File: config.mk
export PLATFORM = sky130hd
export DESIGN_NAME = gated_serial_port
export DESIGN_NICKNAME = d
export VERILOG_FILES = /design/src/rtl/gsp_pkg.sv /design/src/rtl/gsp_bitclk_gen.sv /design/src/rtl/gsp_sck_sync.sv /design/src/rtl/gated_serial_port.sv
export SDC_FILE = /design/constraint.sdc
export NUM_CORES = 1
export LEC_CHECK = 0
export BUFFER_PORTS_ARGS = -buffer_cell sky130_fd_sc_hd__buf_2
export CAP_MARGIN = 5
export CORE_MARGIN = 3
export CORE_UTILIZATION = 25
export DETAILED_ROUTE_END_ITERATION = 6
export GPL_TIMING_DRIVEN = 0
export PLACE_DENSITY = 0.47
export SLEW_MARGIN = 15
export SYNTH_ARGS = -nofsm -noshare
export SYNTH_HDL_FRONTEND = slang
export SYNTH_SLANG_ARGS = --single-unit
File: constraint.sdc
create_clock -name clk -period 3.4 [get_ports clk]
set_input_delay 0.17 -clock clk [delete_from_list [all_inputs] [get_ports clk]]
set_output_delay 0.17 -clock clk [all_outputs]
set_load 0.05 [all_outputs]
File: src/rtl/gsp_pkg.sv
package gsp_pkg;
    typedef enum logic [1:0] {
        ST_IDLE,
        ST_LEAD,
        ST_TRAIL,
        ST_DONE
    } gsp_state_e;
endpackage

File: src/rtl/gsp_bitclk_gen.sv
module gsp_bitclk_gen #(
    parameter int DIV_W = 8
) (
    input  logic             clk,
    input  logic             rst_n,
    input  logic             run,
    input  logic [DIV_W-1:0] half,
    output logic             tick
);
    logic [DIV_W-1:0] cnt;
    logic [DIV_W-1:0] half_eff;

    assign half_eff = (half == '0) ? DIV_W'(1) : half;
    assign tick     = run && (cnt == half_eff - DIV_W'(1));

    always_ff @(posedge clk or negedge rst_n) begin
        if (!rst_n)      cnt <= '0;
        else if (!run)   cnt <= '0;
        else if (tick)   cnt <= '0;
        else             cnt <= cnt + DIV_W'(1);
    end
endmodule

File: src/rtl/gsp_sck_sync.sv
module gsp_sck_sync (
    input  logic clk,
    input  logic rst_n,
    input  logic pol,
    input  logic sck_in,
    output logic lead,
    output logic trail
);
    logic [2:0] stage;
    logic       now_act;
    logic       was_act;

    always_ff @(posedge clk or negedge rst_n) begin
        if (!rst_n) stage <= '0;
        else        stage <= {stage[1:0], sck_in};
    end

    assign now_act = stage[1] ^ pol;
    assign was_act = stage[2] ^ pol;
    assign lead    = now_act && !was_act;
    assign trail   = !now_act && was_act;
endmodule

File: src/rtl/gated_serial_port.sv
module gated_serial_port
    import gsp_pkg::*;
#(
    parameter int MAX_LEN = 32,
    parameter int MIN_LEN = 8,
    parameter int DIV_W   = 8,
    localparam int LEN_W  = $clog2(MAX_LEN + 1)
) (
    input  logic               clk,
    input  logic               rst_n,
    input  logic               cfg_master,
    input  logic               cfg_pol,
    input  logic               cfg_idle_low,
    input  logic [LEN_W-1:0]   cfg_len,
    input  logic [DIV_W-1:0]   cfg_half,
    input  logic [MAX_LEN-1:0] tx_data,
    input  logic               tx_valid,
    output logic               tx_ready,
    output logic [MAX_LEN-1:0] rx_data,
    output logic               rx_valid,
    output logic               cfg_err,
    output logic               sck_o,
    output logic               sck_oe,
    input  logic               sck_i,
    output logic               sd_o,
    input  logic               sd_i
);
    gsp_state_e         state, state_nx;
    logic [LEN_W-1:0]   len_eff, len_q, bit_cnt;
    logic [MAX_LEN-1:0] tx_sh, rx_sh;
    logic               sck_act, sd_q;
    logic               mismatch, accept;
    logic               tick, s_lead, s_trail, lead_ev, trail_ev, run;

    assign mismatch = (cfg_idle_low == cfg_pol);
    assign len_eff  = (cfg_len < LEN_W'(MIN_LEN)) ? LEN_W'(MIN_LEN) :
                      (cfg_len > LEN_W'(MAX_LEN)) ? LEN_W'(MAX_LEN) : cfg_len;
    assign run      = cfg_master && (state == ST_LEAD || state == ST_TRAIL);
    assign accept   = tx_valid && tx_ready;

    gsp_bitclk_gen #(.DIV_W(DIV_W)) u_gen (
        .clk   (clk),
        .rst_n (rst_n),
        .run   (run),
        .half  (cfg_half),
        .tick  (tick)
    );

    gsp_sck_sync u_sync (
        .clk    (clk),
        .rst_n  (rst_n),
        .pol    (cfg_pol),
        .sck_in (sck_i),
        .lead   (s_lead),
        .trail  (s_trail)
    );

    assign lead_ev  = cfg_master ? tick : s_lead;
    assign trail_ev = cfg_master ? tick : s_trail;

    // state register
    always_ff @(posedge clk or negedge rst_n) begin
        if (!rst_n) state <= ST_IDLE;
        else        state <= state_nx;
    end

    // next state
    always_comb begin
        state_nx = state;
        unique case (state)
            ST_IDLE:  if (accept)   state_nx = ST_LEAD;
            ST_LEAD:  if (lead_ev)  state_nx = ST_TRAIL;
            ST_TRAIL: if (trail_ev) state_nx = (bit_cnt == len_q - LEN_W'(1)) ? ST_DONE : ST_LEAD;
            ST_DONE:                state_nx = ST_IDLE;
            default:                state_nx = ST_IDLE;
        endcase
    end

    // sticky configuration error
    always_ff @(posedge clk or negedge rst_n) begin
        if (!rst_n)        cfg_err <= 1'b0;
        else if (mismatch) cfg_err <= 1'b1;
    end

    // shifting datapath
    always_ff @(posedge clk or negedge rst_n) begin
        if (!rst_n) begin
            tx_sh   <= '0;
            rx_sh   <= '0;
            len_q   <= LEN_W'(MIN_LEN);
            bit_cnt <= '0;
            sck_act <= 1'b0;
            sd_q    <= 1'b0;
        end else begin
            unique case (state)
                ST_IDLE: if (accept) begin
                    tx_sh   <= tx_data << (LEN_W'(MAX_LEN) - len_eff);
                    rx_sh   <= '0;
                    len_q   <= len_eff;
                    bit_cnt <= '0;
                end
                ST_LEAD: if (lead_ev) begin
                    sd_q    <= tx_sh[MAX_LEN-1];
                    tx_sh   <= tx_sh << 1;
                    sck_act <= cfg_master;
                end
                ST_TRAIL: if (trail_ev) begin
                    rx_sh   <= {rx_sh[MAX_LEN-2:0], sd_i};
                    bit_cnt <= bit_cnt + LEN_W'(1);
                    sck_act <= 1'b0;
                end
                ST_DONE: ;
                default: ;
            endcase
        end
    end

    // outputs
    always_comb begin
        tx_ready = (state == ST_IDLE) && !cfg_err && !mismatch;
        rx_valid = (state == ST_DONE);
        rx_data  = rx_sh;
        sck_o    = cfg_pol ^ sck_act;
        sck_oe   = cfg_master;
        sd_o     = sd_q;
    end
endmodule

==> summary.txt, run 1 <==
Floorplan
  – Die Y: between 150 and 200 um
  – Die area: roughly 0.027 mm2
  – Die X: approximately 160 um
  – Io pins: 92
  – Core region area: ~0.024 mm2
  – Num rows: 56
  – Initial Util: 25.9%

Worst setup path
  – WP data required: between 3000 and 4000 ps
  – Slowest stage delay, CP: 360 ps
  – Worst path slowest cell: mux4_2
  – Buf+Inv Stages, Crit Path: 7
  – Arr. time, crit path: about 3500 ps
  – Cell Chain, Critical Path: buf_2 -> o21ba_2 -> and2_1 -> buf_8 -> buf_8 -> inv_1 -> buf_2 -> ha_2 -> clkbuf_4 -> buf_6 -> mux4_2 -> mux2_2 -> mux2_2 -> a221oi_1 -> o21ai_0
  – Critical path class: in2reg
  – CP Max Fanout: 10
  – Largest delay contributor family on the critical path: buffers and inverters
  – CP Capture Type: register
  – CP Launch Type: input pin

Timing
  – Final hold violation count: 0
  – Max-slew violation count: 0
  – Minimum clock period: about 3200 ps
  – Worst-Margin Slew: between 800 and 900 ps
  – Final Cycle Share: between 90 and 100%
  – Max frequency: ~0.31 GHz
  – Final setup vio count: 0
  – Post-Route Skew: 9.23 ps
  – Final setup TNS: 0 ps
  – Rel. slew slack: a little under half

Clock network
  – TritonCTS Buffers: 9
  – H-tree Lvls: 3
  – Clk pin slew, worst setup/hold paths: about 80 ps
  – CTS tree: yes
  – Clock Sinks: ~90
  – Clock Path Buffers: 2
  – Worst-Skew Late Latency: ~350 ps
  – Root buffer cell: clkbuf_16

Synthesis
  – Most frequent cell after synthesis: nand2_1
  – Post-synth EDFFs: 0
  – Seq/Total Area, Yosys: about 37%
  – Synth area leaders: dfrtp_1 (37%), nand2_1 (10%), mux4_2 (9.8%)
  – Post-Syn Area: ~0.0062 mm2
  – Syn Nets: 773
  – Post-synth top area cell: dfrtp_1
  – Syn Inst Count: 710
  – Most frequent cells after synthesis: nand2_1 (169), dfrtp_1 (91), o21ai_0 (83)
  – Ys async rst share: 100%
  – Synth Flop Type: dfrtp_1
  – Yosys top cell area share: a little under two fifths
  – Synthesis-stage register bit count: between 90 and 100
  – Syn Area/Cell: between 8 and 9 um2
  – Netlist cell types: 66
  – Warnings from Yosys: 0

Drt
  – Post-route ant nets: 0
  – DRC: 0
  – Drt first pass iters: 6
  – Via count: just under 6k
  – 1st-iter DRT viols: between 500 and 600
  – Wire per inst: between 15 and 20 um
  – Via density: 5.13
  – Detailed Route WL: about 19 mm

Min path
  – Worst Hold Class: in2reg

Global routing
  – Total congestion overflow: 0
  – Number of global-route vias before repair: 5531
  – Initial antenna violation count: 0
  – GRT Overall Usage: around 14%
  – Largest net degree at the start of global routing: 55
  – Global-route wire length before repair: 30.8 mm

Placement
  – Dpl hpwl: approximately 14 mm
  – I/O Buffers: 89
  – Gpl congestion: 0.875

Cells and area
  – Share of cells above drive strength 1: 23.6%
  – Final net count: around 880
  – FILL cells: about 2.6k
  – Diode count: 0
  – Utilization after layout: a little under a third
  – Area grow syn2layout: 21.9%

Outcome
  – Outcome: finished, final reports clean

Run
  – MaxCap Viol Count: 0

Power
  – Overall Power: ~0.0053 W
  – Leakage power: roughly 3.2 nW
  – Power per cell area: about 700 mW/mm2
  – Maximum vdd drop: 0.000316 V
-- cell type report --
| class | instances | area, um2 | share of cell area, % |
|---|---|---|---|
| Buffer | 48 | 253 | 3.35 |
| Clock buffer | 9 | 225 | 2.98 |
| Clock inverter | 7 | 72.6 | 0.961 |
| Inverter | 18 | 67.6 | 0.895 |
| Multi-Input combinational cell | 552 | 3680 | 48.7 |
| Sequential cell | 92 | 2300 | 30.5 |
| Tap cell | 319 | 399 | 5.28 |
| Timing Repair Buffer | 99 | 552 | 7.31 |
-- worst reg2reg max path, delay by kind of cell, from the launching register on --
kind                       cells  cell delay [ps]
adders and majority gates      1              300
AOI/OAI and AO/OA              4              930
DFF                            1              430
and+or+nand+nor                3              860
buffers and inverters          3              410
-- worst paths after layout --
kind	start	end	slack, ps	cells after the start
worst max-delay path	cfg_len[5]	tx_sh[28]$_DFFE_PN0P_	180	15
worst min-delay path	sd_i	rx_data[0]$_DFFE_PN0P_	80	3
worst max register to register	state[0]$_DFFE_PN0P_	bit_cnt[5]$_DFFE_PN0P_	380	11
worst min register to register	u_sync.stage[0]$_DFF_PN0_	u_sync.stage[1]$_DFF_PN0_	360	0
max in group asynchronous	rst_n	tx_sh[22]$_DFFE_PN0P_	2490	3
min in group asynchronous	rst_n	rx_data[12]$_DFFE_PN0P_	290	2
-- where the power goes --
group	internal, W	switching (W)
logic	0.000771	0.00178
registers	0.00146	0.000288
clock network	0.000520	0.000502
total	0.00275	0.00257
-- sequential cells by signal, summed over array words and instances, names as in the netlist --
name / cells
bit_cnt: 6
tx_sh: 32
u_sync.stage: 3
state: 2
sd_o: 1
rx_data: 32
cfg_err: 1
sck_act: 1
u_gen.cnt: 8
len_q: 6
-- per-layer routing --
layer  wire length, um  global-route usage [%]
met5                 0                       0
met4               274                    3.88
met3              1100                    2.16
met2              8200                    20.6
met1              9660                    22.5
-- logic make-up after synthesis --
family | count (synthesis) | synth area share, %
compound gates | 190 | 19.3
simple gates | 280 | 20.4
xor+xnor | 25 | 3.53
buf+inv | 66 | 4.42
mux | 48 | 13.4
flops | 92 | 37.2
fa+ha+maj | 9 | 1.82
-- per-stage QoR --
| step | hold WS, ps | std cells | setup WS, ps | instance area [um2] |
|---|---|---|---|---|
| global placement | 282 | 1118 | -992 | 7040 |
| finish | 78.6 | 1144 | 178 | 7550 |
| floorplan | -126 | 710 | 49.0 | 6200 |
| global route | 87.6 | 1144 | -18.7 | 7550 |
| detailed placement | 108 | 1119 | -911 | 7070 |
| CTS | 71.1 | 1139 | 17.7 | 7450 |
-- placed cells by master (no fill, tap or decap), drive strengths merged, types with 3 or more instances in the layout --
master,n
a32oi,3
a31oi,3
a22o,4
dfrtp,91
o2111ai,3
nand2b,7
a21oi,31
and3,5
o21ai,84
nand2,169
a221oi,5
mux2,8
nand3,31
mux2i,13
inv,22
ha,9
nor2,27
nor2b,5
and2,6
o22ai,5
mux4,27
a22oi,11
or3,6
xor2,13
nor3,13
o211ai,4
clkbuf,38
o31ai,7
xnor2,12
a211oi,8
buf,116
-- what timing repair did --
item,CTS,global route
gates resized for setup,12,32
hold buffers,2,0
pin swaps,2,3
hold endpoints to repair,38,0
setup endpoints to repair,66,71
setup buffers,2,5
Power figures use the tool's default switching activity.
==> inputs of run 2 (changes only) <==
--- a/config.mk
+++ b/config.mk
@@ -5,6 +5,7 @@
 export SDC_FILE = /design/constraint.sdc
 export NUM_CORES = 1
 export LEC_CHECK = 0
+export ABC_AREA = 1
 export BUFFER_PORTS_ARGS = -buffer_cell sky130_fd_sc_hd__buf_2
 export CAP_MARGIN = 5
 export CORE_MARGIN = 3
==> summary.txt, run 2 <==
Synthesis
  – Synthesis-stage register bit count: 92 (unchanged)
  – Syn Area/Cell: 6.66 um2 (was 8.72 um2)
  – Seq/Total Area, Yosys: 36.2% (was 37.2%)
  – Syn Inst Count: 956 (was 710)
  – Netlist cell types: 40 (was 66)
  – Ys async rst share: 100% (unchanged)
  – Synth Flop Type: dfrtp_1 (unchanged)
  – Most frequent cell after synthesis: nand2_1 (unchanged)
  – Synth area leaders: dfrtp_1 (36%), nand2_1 (22%), nand3_1 (6.2%) (was dfrtp_1 (37%), nand2_1 (10%), mux4_2 (9.8%))
  – Yosys top cell area share: 35.7% (was 36.8%)
  – Syn Nets: 1019 (was 773)
  – Post-synth top area cell: dfrtp_1 (unchanged)
  – Most frequent cells after synthesis: nand2_1 (380), dfrtp_1 (91), nand3_1 (79) (was nand2_1 (169), dfrtp_1 (91), o21ai_0 (83))
  – Post-synth EDFFs: 0 (unchanged)
  – Post-Syn Area: 0.00637 mm2 (was 0.00619 mm2)
  – Warnings from Yosys: 0 (unchanged)

Worst setup path
  – CP Launch Type: input pin (unchanged)
  – Worst path slowest cell: buf_1 (was mux4_2)
  – R2R Setup Slk: 910 ps (was 380 ps)
  – Slowest stage delay, CP: 460 ps (was 360 ps)
  – Critical path class: in2reg (unchanged)
  – Arr. time, crit path: 3250 ps (was 3450 ps)
  – Buf+Inv Stages, Crit Path: 5 (was 7)
  – Top cell by count, worst path: nand2_1
  – WP data required: 3650 ps (was 3630 ps)
  – CP Capture Type: register (unchanged)
  – Cell Chain, Critical Path: buf_2 -> nor2_2 -> nand2_2 -> buf_2 -> buf_2 -> ha_1 -> clkbuf_1 -> buf_1 -> nand2_1 -> o21ai_0 -> nand2_1 -> nand3_1 -> nand2_1 -> o21ai_1 -> nand2_1 -> nand2_1 -> nand2_1 (was buf_2 -> o21ba_2 -> and2_1 -> buf_8 -> buf_8 -> inv_1 -> buf_2 -> ha_2 -> clkbuf_4 -> buf_6 -> mux4_2 -> mux2_2 -> mux2_2 -> a221oi_1 -> o21ai_0)
  – Largest delay contributor family on the critical path: buffers and inverters (unchanged)
  – CP Max Fanout: 10 (unchanged)

Drt
  – Via density: 4.54 (was 5.13)
  – Met2 WL post-DR: 8.40 mm (was 8.20 mm)
  – Drt first pass iters: 5 (was 6)
  – WL met3: 858 um (was 1.10 mm)
  – DRC: 0 (unchanged)
  – Met1 WL: 9.04 mm (was 9.66 mm)
  – Post-route ant nets: 0 (unchanged)
  – Top Metal Used: met4 (unchanged)
  – Via count: 6316 (was 5867)
  – 1st-iter DRT viols: 453 (was 526)
  – Detailed Route WL: 18.4 mm (was 19.2 mm)
  – Wire per inst: 13.3 um (was 16.8 um)

Cells and area
  – Utilization after layout: 30.8% (was 31.6%)
  – Most common cell after layout, fill and taps aside: nand2_1 (unchanged)
  – Share of cells above drive strength 1: 17.1% (was 23.6%)
  – Final net count: 1124 (was 883)
  – Most frequent cells in the layout: nand2_1 (380), buf_2 (107), dfrtp_1 (91) (was nand2_1 (168), buf_2 (98), dfrtp_1 (91))
  – Register area: 0.00230 mm2 (unchanged)
  – Final non-filler cell total: 1390 (was 1144)
  – Multi-input logic area: 0.00349 mm2 (was 0.00368 mm2)
  – FILL cells: 2848 (was 2561)
  – Area grow syn2layout: 19.2% (was 21.9%)
  – Diode count: 0 (unchanged)

Clock network
  – Hold_buf cts: 2 (unchanged)
  – H-tree Lvls: 3 (unchanged)
  – Worst-Skew Late Latency: 360 ps (was 350 ps)
  – Root buffer cell: clkbuf_16 (unchanged)
  – Clock Sinks: 92 (unchanged)
  – CTS tree: yes (unchanged)
  – Cts repair resizes: 0 (was 12)
  – Clock Path Buffers: 2 (unchanged)
  – Postcts setup bufs: 0 (was 2)
  – TritonCTS Buffers: 9 (unchanged)
  – Clk pin slew, worst setup/hold paths: 70 ps (was 80 ps)

Power
  – Power per cell area: 600 mW/mm2 (was 705 mW/mm2)
  – Overall Power: 0.00455 W (was 0.00532 W)
  – Maximum vdd drop: 0.000291 V (was 0.000316 V)
  – Leakage power: 3.88 nW (was 3.20 nW)

Outcome
  – Outcome: finished, final reports clean (unchanged)

Placement
  – Placed insts: 1372 (was 1119)
  – I/O Buffers: 91 (was 89)
  – Gpl congestion: 0.890 (was 0.875)
  – Dpl ws: 44.7 ps (was -911 ps)
  – Dpl hpwl: 14.4 mm (was 14.5 mm)

Global routing
  – Global-route wire length before repair: 31.1 mm (was 30.8 mm)
  – GRT Overall Usage: 13.6% (was 14.4%)
  – Initial antenna violation count: 0 (unchanged)
  – Total congestion overflow: 0 (unchanged)
  – Number of global-route vias before repair: 6077 (was 5531)
  – Largest net degree at the start of global routing: 53 (was 55)

Run
  – MaxCap Viol Count: 0 (unchanged)

Timing
  – Worst-Margin Slew: 599 ps (was 802 ps)
  – Final setup TNS: 0 ps (unchanged)
  – Max-slew violation count: 0 (unchanged)
  – Max frequency: 0.333 GHz (was 0.310 GHz)
  – Setup ws final: 395 ps (was 178 ps)
  – Final hold violation count: 0 (unchanged)
  – Rel. slew slack: 60.1% (was 46.1%)
  – Final setup vio count: 0 (unchanged)
  – RSZ-0062 raised after global routing: no
  – Post-Route Skew: 12.1 ps (was 9.23 ps)
  – Minimum clock period: 3000 ps (was 3220 ps)
  – Final Cycle Share: 88.4% (was 94.8%)

Floorplan
  – Num rows: 57 (was 56)
  – Initial Util: 25.8% (was 25.9%)
  – Die area: 0.0274 mm2 (was 0.0267 mm2)
  – Core region area: 0.0247 mm2 (was 0.0239 mm2)
  – Die X: 166 um (was 163 um)
  – Io pins: 92 (unchanged)
  – Die Y: 166 um (was 163 um)

Min path
  – Worst Hold Class: in2reg (unchanged)
[run 2: cell count changes after synthesis, moves of 11 or more]
cell and delta:
a21oi_1 -19, o21ai_0 -37, nand2_1 +211, inv_2 +13
mux4_2 -27, a22oi_1 -11, o21ai_2 +12, inv_1 +55
o21ai_1 +70, clkbuf_1 -13, nand3_1 +48, nor3_1 -11
[run 2: where the power goes]
group          switching, W  leakage, nW  internal [W]
registers          0.000137         1.23       0.00132
logic               0.00142         2.51      0.000645
clock network      0.000507        0.146      0.000523
total               0.00206         3.88       0.00249
[run 2: stage by stage]
stage	hold slack [ps]	instance area [um2]
2_1_floorplan	-126	6370
3_3_place_gp	295	7230
3_5_place_dp	125	7260
4_1_cts	9.79	7590
5_1_grt	34.3	7590
6_report	23.3	7590
[run 2: layout make-up]
type                    instances  share of cell area [%]
multi-input cells             728                    45.9
flip-flops and latches         92                    30.3
repair buffers                 94                    6.71
well taps                     324                    5.34
inverters                      86                    4.25
plain buffers                  50                    3.40
clock buffers                   9                    2.97
clock inverters                 7                    1.06
[run 2: final timing paths]
path                                      startpoint                        end  cells past startpoint
min in group asynchronous                      rst_n    rx_data[26]$_DFFE_PN0P_                      2
max in group asynchronous                      rst_n       len_q[3]$_DFFE_PN1P_                      3
setup reg to reg                state[1]$_DFFE_PN0P_      tx_sh[26]$_DFFE_PN0P_                     17
hold / removal                          cfg_idle_low        cfg_err$_DFFE_PN0N_                      2
setup / recovery                          cfg_len[5]      tx_sh[21]$_DFFE_PN0P_                     17
hold reg to reg            u_sync.stage[0]$_DFF_PN0_  u_sync.stage[1]$_DFF_PN0_                      0
[run 2: kinds of logic after synthesis]
kind of cell | Yosys count | synth area share (%)
AOI/OAI and AO/OA | 160 | 13.9
and+or+nand+nor | 530 | 34.6
xor gates and xnor gates | 25 | 3.85
adders and majority gates | 9 | 1.77
DFF | 92 | 36.2
buffers and inverters | 136 | 9.11
muxes | 4 | 0.629
[run 2: routing by layer]
metal  track usage (%)  vias up
li1                  -     3264
met1              19.1     2906
met2              21.9      134
met3              2.76       12
met4              2.50        0
met5                 0        -
==> inputs of run 3 (changes only) <==
--- a/config.mk
+++ b/config.mk
@@ -8,11 +8,12 @@
 export ABC_AREA = 1
 export BUFFER_PORTS_ARGS = -buffer_cell sky130_fd_sc_hd__buf_2
 export CAP_MARGIN = 5
-export CORE_MARGIN = 3
+export CELL_PAD_IN_SITES_DETAIL_PLACEMENT = 1
+export CELL_PAD_IN_SITES_GLOBAL_PLACEMENT = 1
 export CORE_UTILIZATION = 25
 export DETAILED_ROUTE_END_ITERATION = 6
 export GPL_TIMING_DRIVEN = 0
-export PLACE_DENSITY = 0.47
+export PLACE_DENSITY = 0.6
 export SLEW_MARGIN = 15
 export SYNTH_ARGS = -nofsm -noshare
 export SYNTH_HDL_FRONTEND = slang
==> summary.txt, run 3 (synthesis gave the netlist of run 2 again) <==
Floorplan
  – Die X: 162 um (was 166 um)
  – Io pins: 92 (unchanged)
  – Die area: 0.0261 mm2 (was 0.0274 mm2)
  – Initial Util: 25.4% (was 25.8%)
  – Num rows: 58 (was 57)
  – Die Y: 162 um (was 166 um)
  – Core region area: 0.0251 mm2 (was 0.0247 mm2)

Placement
  – Dpl hpwl: 15.7 mm (was 14.4 mm)
  – I/O Buffers: 91 (unchanged)
  – Post-DP Area: 0.00727 mm2 (was 0.00726 mm2)
  – Gpl congestion: 0.836 (was 0.890)
  – Placed insts: 1378 (was 1372)

Timing
  – Max-slew violation count: 0 (unchanged)
  – Max frequency: 0.347 GHz (was 0.333 GHz)
  – Final setup TNS: 0 ps (unchanged)
  – Post-Route Skew: 14.2 ps (was 12.1 ps)
  – Final hold violation count: 0 (unchanged)
  – Final setup vio count: 0 (unchanged)
  – Final Cycle Share: 84.9% (was 88.4%)
  – Rel. slew slack: 63.6% (was 60.1%)
  – Minimum clock period: 2890 ps (was 3000 ps)
  – RSZ-0062 raised after global routing: no (unchanged)
  – Worst-Margin Slew: 546 ps (was 599 ps)

Drt
  – Via density: 4.59 (was 4.54)
  – 1st-iter DRT viols: 302 (was 453)
  – Post-route ant nets: 0 (unchanged)
  – Detailed Route WL: 19.9 mm (was 18.4 mm)
  – DRC: 0 (unchanged)
  – Drt first pass iters: 4 (was 5)
  – Wire per inst: 14.2 um (was 13.3 um)
  – Via count: 6403 (was 6316)

Clock network
  – H-tree Lvls: 3 (unchanged)
  – Clk pin slew, worst setup/hold paths: 70 ps (about the same)
  – Root buffer cell: clkbuf_16 (unchanged)
  – CTS tree: yes (unchanged)
  – Clock Sinks: 92 (unchanged)
  – TritonCTS Buffers: 9 (unchanged)
  – Worst-Skew Late Latency: 360 ps (about the same)
  – Clock Path Buffers: 2 (unchanged)
  – Postcts setup bufs: 0 (unchanged)

Cells and area
  – Register area: 0.00230 mm2 (unchanged)
  – Final non-filler cell total: 1396 (was 1390)
  – Area grow syn2layout: 19.0% (was 19.2%)
  – Final net count: 1124 (unchanged)
  – Share of cells above drive strength 1: 17.2% (was 17.1%)
  – Most common cell after layout, fill and taps aside: nand2_1 (unchanged)
  – Multi-input logic area: 0.00349 mm2 (unchanged)
  – Most frequent cells in the layout: nand2_1 (380), buf_2 (107), dfrtp_1 (91) (unchanged)
  – Diode count: 0 (unchanged)
  – Post-route cell area: 0.00758 mm2 (was 0.00759 mm2)
  – FILL cells: 3224 (was 2848)

Worst setup path
  – RR Startpoint: state[1]$_DFFE_PN0P_ (unchanged)
  – CP Max Fanout: 10 (unchanged)
  – Crit path capture: tx_sh[21]$_DFFE_PN0P_ (unchanged)
  – Arr. time, crit path: 3120 ps (was 3250 ps)
  – R2R Setup Slk: 810 ps (was 910 ps)
  – WP data required: 3640 ps (was 3650 ps)
  – Critical path class: in2reg (unchanged)
  – CP Capture Type: register (unchanged)
  – Reg-to-Reg End: tx_sh[26]$_DFFE_PN0P_ (unchanged)
  – Worst Reg-to-Reg Cells: 17 (unchanged)
  – CP Launch Type: input pin (unchanged)
  – Critical path origin: cfg_len[5] (unchanged)

Power
  – Maximum vdd drop: 0.000226 V (was 0.000291 V)
  – Leakage power: 3.88 nW (about the same)
  – Power per cell area: 600 mW/mm2 (about the same)

Min path
  – Worst Hold Class: in2reg (unchanged)

Global routing
  – Largest net degree at the start of global routing: 52 (was 53)
  – GRT Overall Usage: 16.1% (was 13.6%)
  – Number of global-route vias before repair: 6581 (was 6077)
  – Initial antenna violation count: 0 (unchanged)
  – Global-route wire length before repair: 33.5 mm (was 31.1 mm)
  – Total congestion overflow: 0 (unchanged)

Outcome
  – Outcome: finished, final reports clean (unchanged)

Run
  – MaxCap Viol Count: 0 (unchanged)
[run 3: metrics by stage]
step,total power (W),setup slack (ps),hold slack (ps),utilization (%)
after floorplan,0.00295,885,-126,-
after global placement,0.00357,-17.8,296,28.8
after detailed placement,0.00360,-25.2,131,29.0
after CTS,0.00465,339,15.3,30.2
after global routing,0.00496,119,20.6,30.2
final,0.00455,514,26.8,30.2
[run 3: repair_timing]
action / 4_1_cts / 5_1_grt
endpoints found under the hold margin: 42 / 0
setup endpoints to repair: 0 / 1
resized for setup: 0 / 1
hold buffers: 2 / 0
[run 3: how the worst min path moves through the flow]
stage | from | end | slack [ps] | cells past startpoint
6_report | cfg_idle_low | cfg_err$_DFFE_PN0N_ | 30 | 2
5_1_grt | cfg_idle_low | cfg_err$_DFFE_PN0N_ | 20 | 2
4_1_cts | cfg_idle_low | cfg_err$_DFFE_PN0N_ | 20 | 2
3_5_place_dp | rst_n | cfg_err$_DFFE_PN0N_ | 130 | 1
3_3_place_gp | sck_i | u_sync.stage[0]$_DFF_PN0_ | 300 | 1
2_1_floorplan | rst_n | bit_cnt[0]$_DFFE_PN0P_ | -130 | 0
[run 3: power by group]
part,leakage (nW),switching (W),internal [W],total [W]
clock,0.137,0.000490,0.000515,0.00100
combinational,2.51,0.00145,0.000647,0.00210
sequential,1.23,0.000130,0.00132,0.00145
[run 3: final cells by class]
class                           instances  share of cell area, %
Multi-Input combinational cell        728                   46.0
Timing Repair Buffer                   94                   6.72
Buffer                                 50                   3.42
Inverter                               86                   4.26
Clock buffer                            9                   2.97
Tap cell                              330                   5.45
Clock inverter                          7                  0.842
Sequential cell                        92                   30.4
[run 3: per-layer routing]
| metal | vias to the layer above | share of wire [%] | track usage [%] |
|---|---|---|---|
| met3 | 12 | 2.6 | 2.18 |
| met2 | 71 | 48 | 27.6 |
| met1 | 3043 | 49 | 21.3 |
| li1 | 3277 | - | - |
| met4 | 0 | 0.91 | 3.30 |
| met5 | - | 0 | 0 |
[run 3: critical path, cell delays in order]
cell and delay, ps:
buf_2 130, nor2_2 290, nand2_2 170, buf_2 210, buf_2 210, ha_1 370
clkbuf_1 340, clkbuf_2 320, nand2_1 80, o21ai_0 130, nand2_1 130, nand3_1 120
nand2_1 70, o21ai_1 190, nand2_1 70, nand2_1 60, nand2_1 50
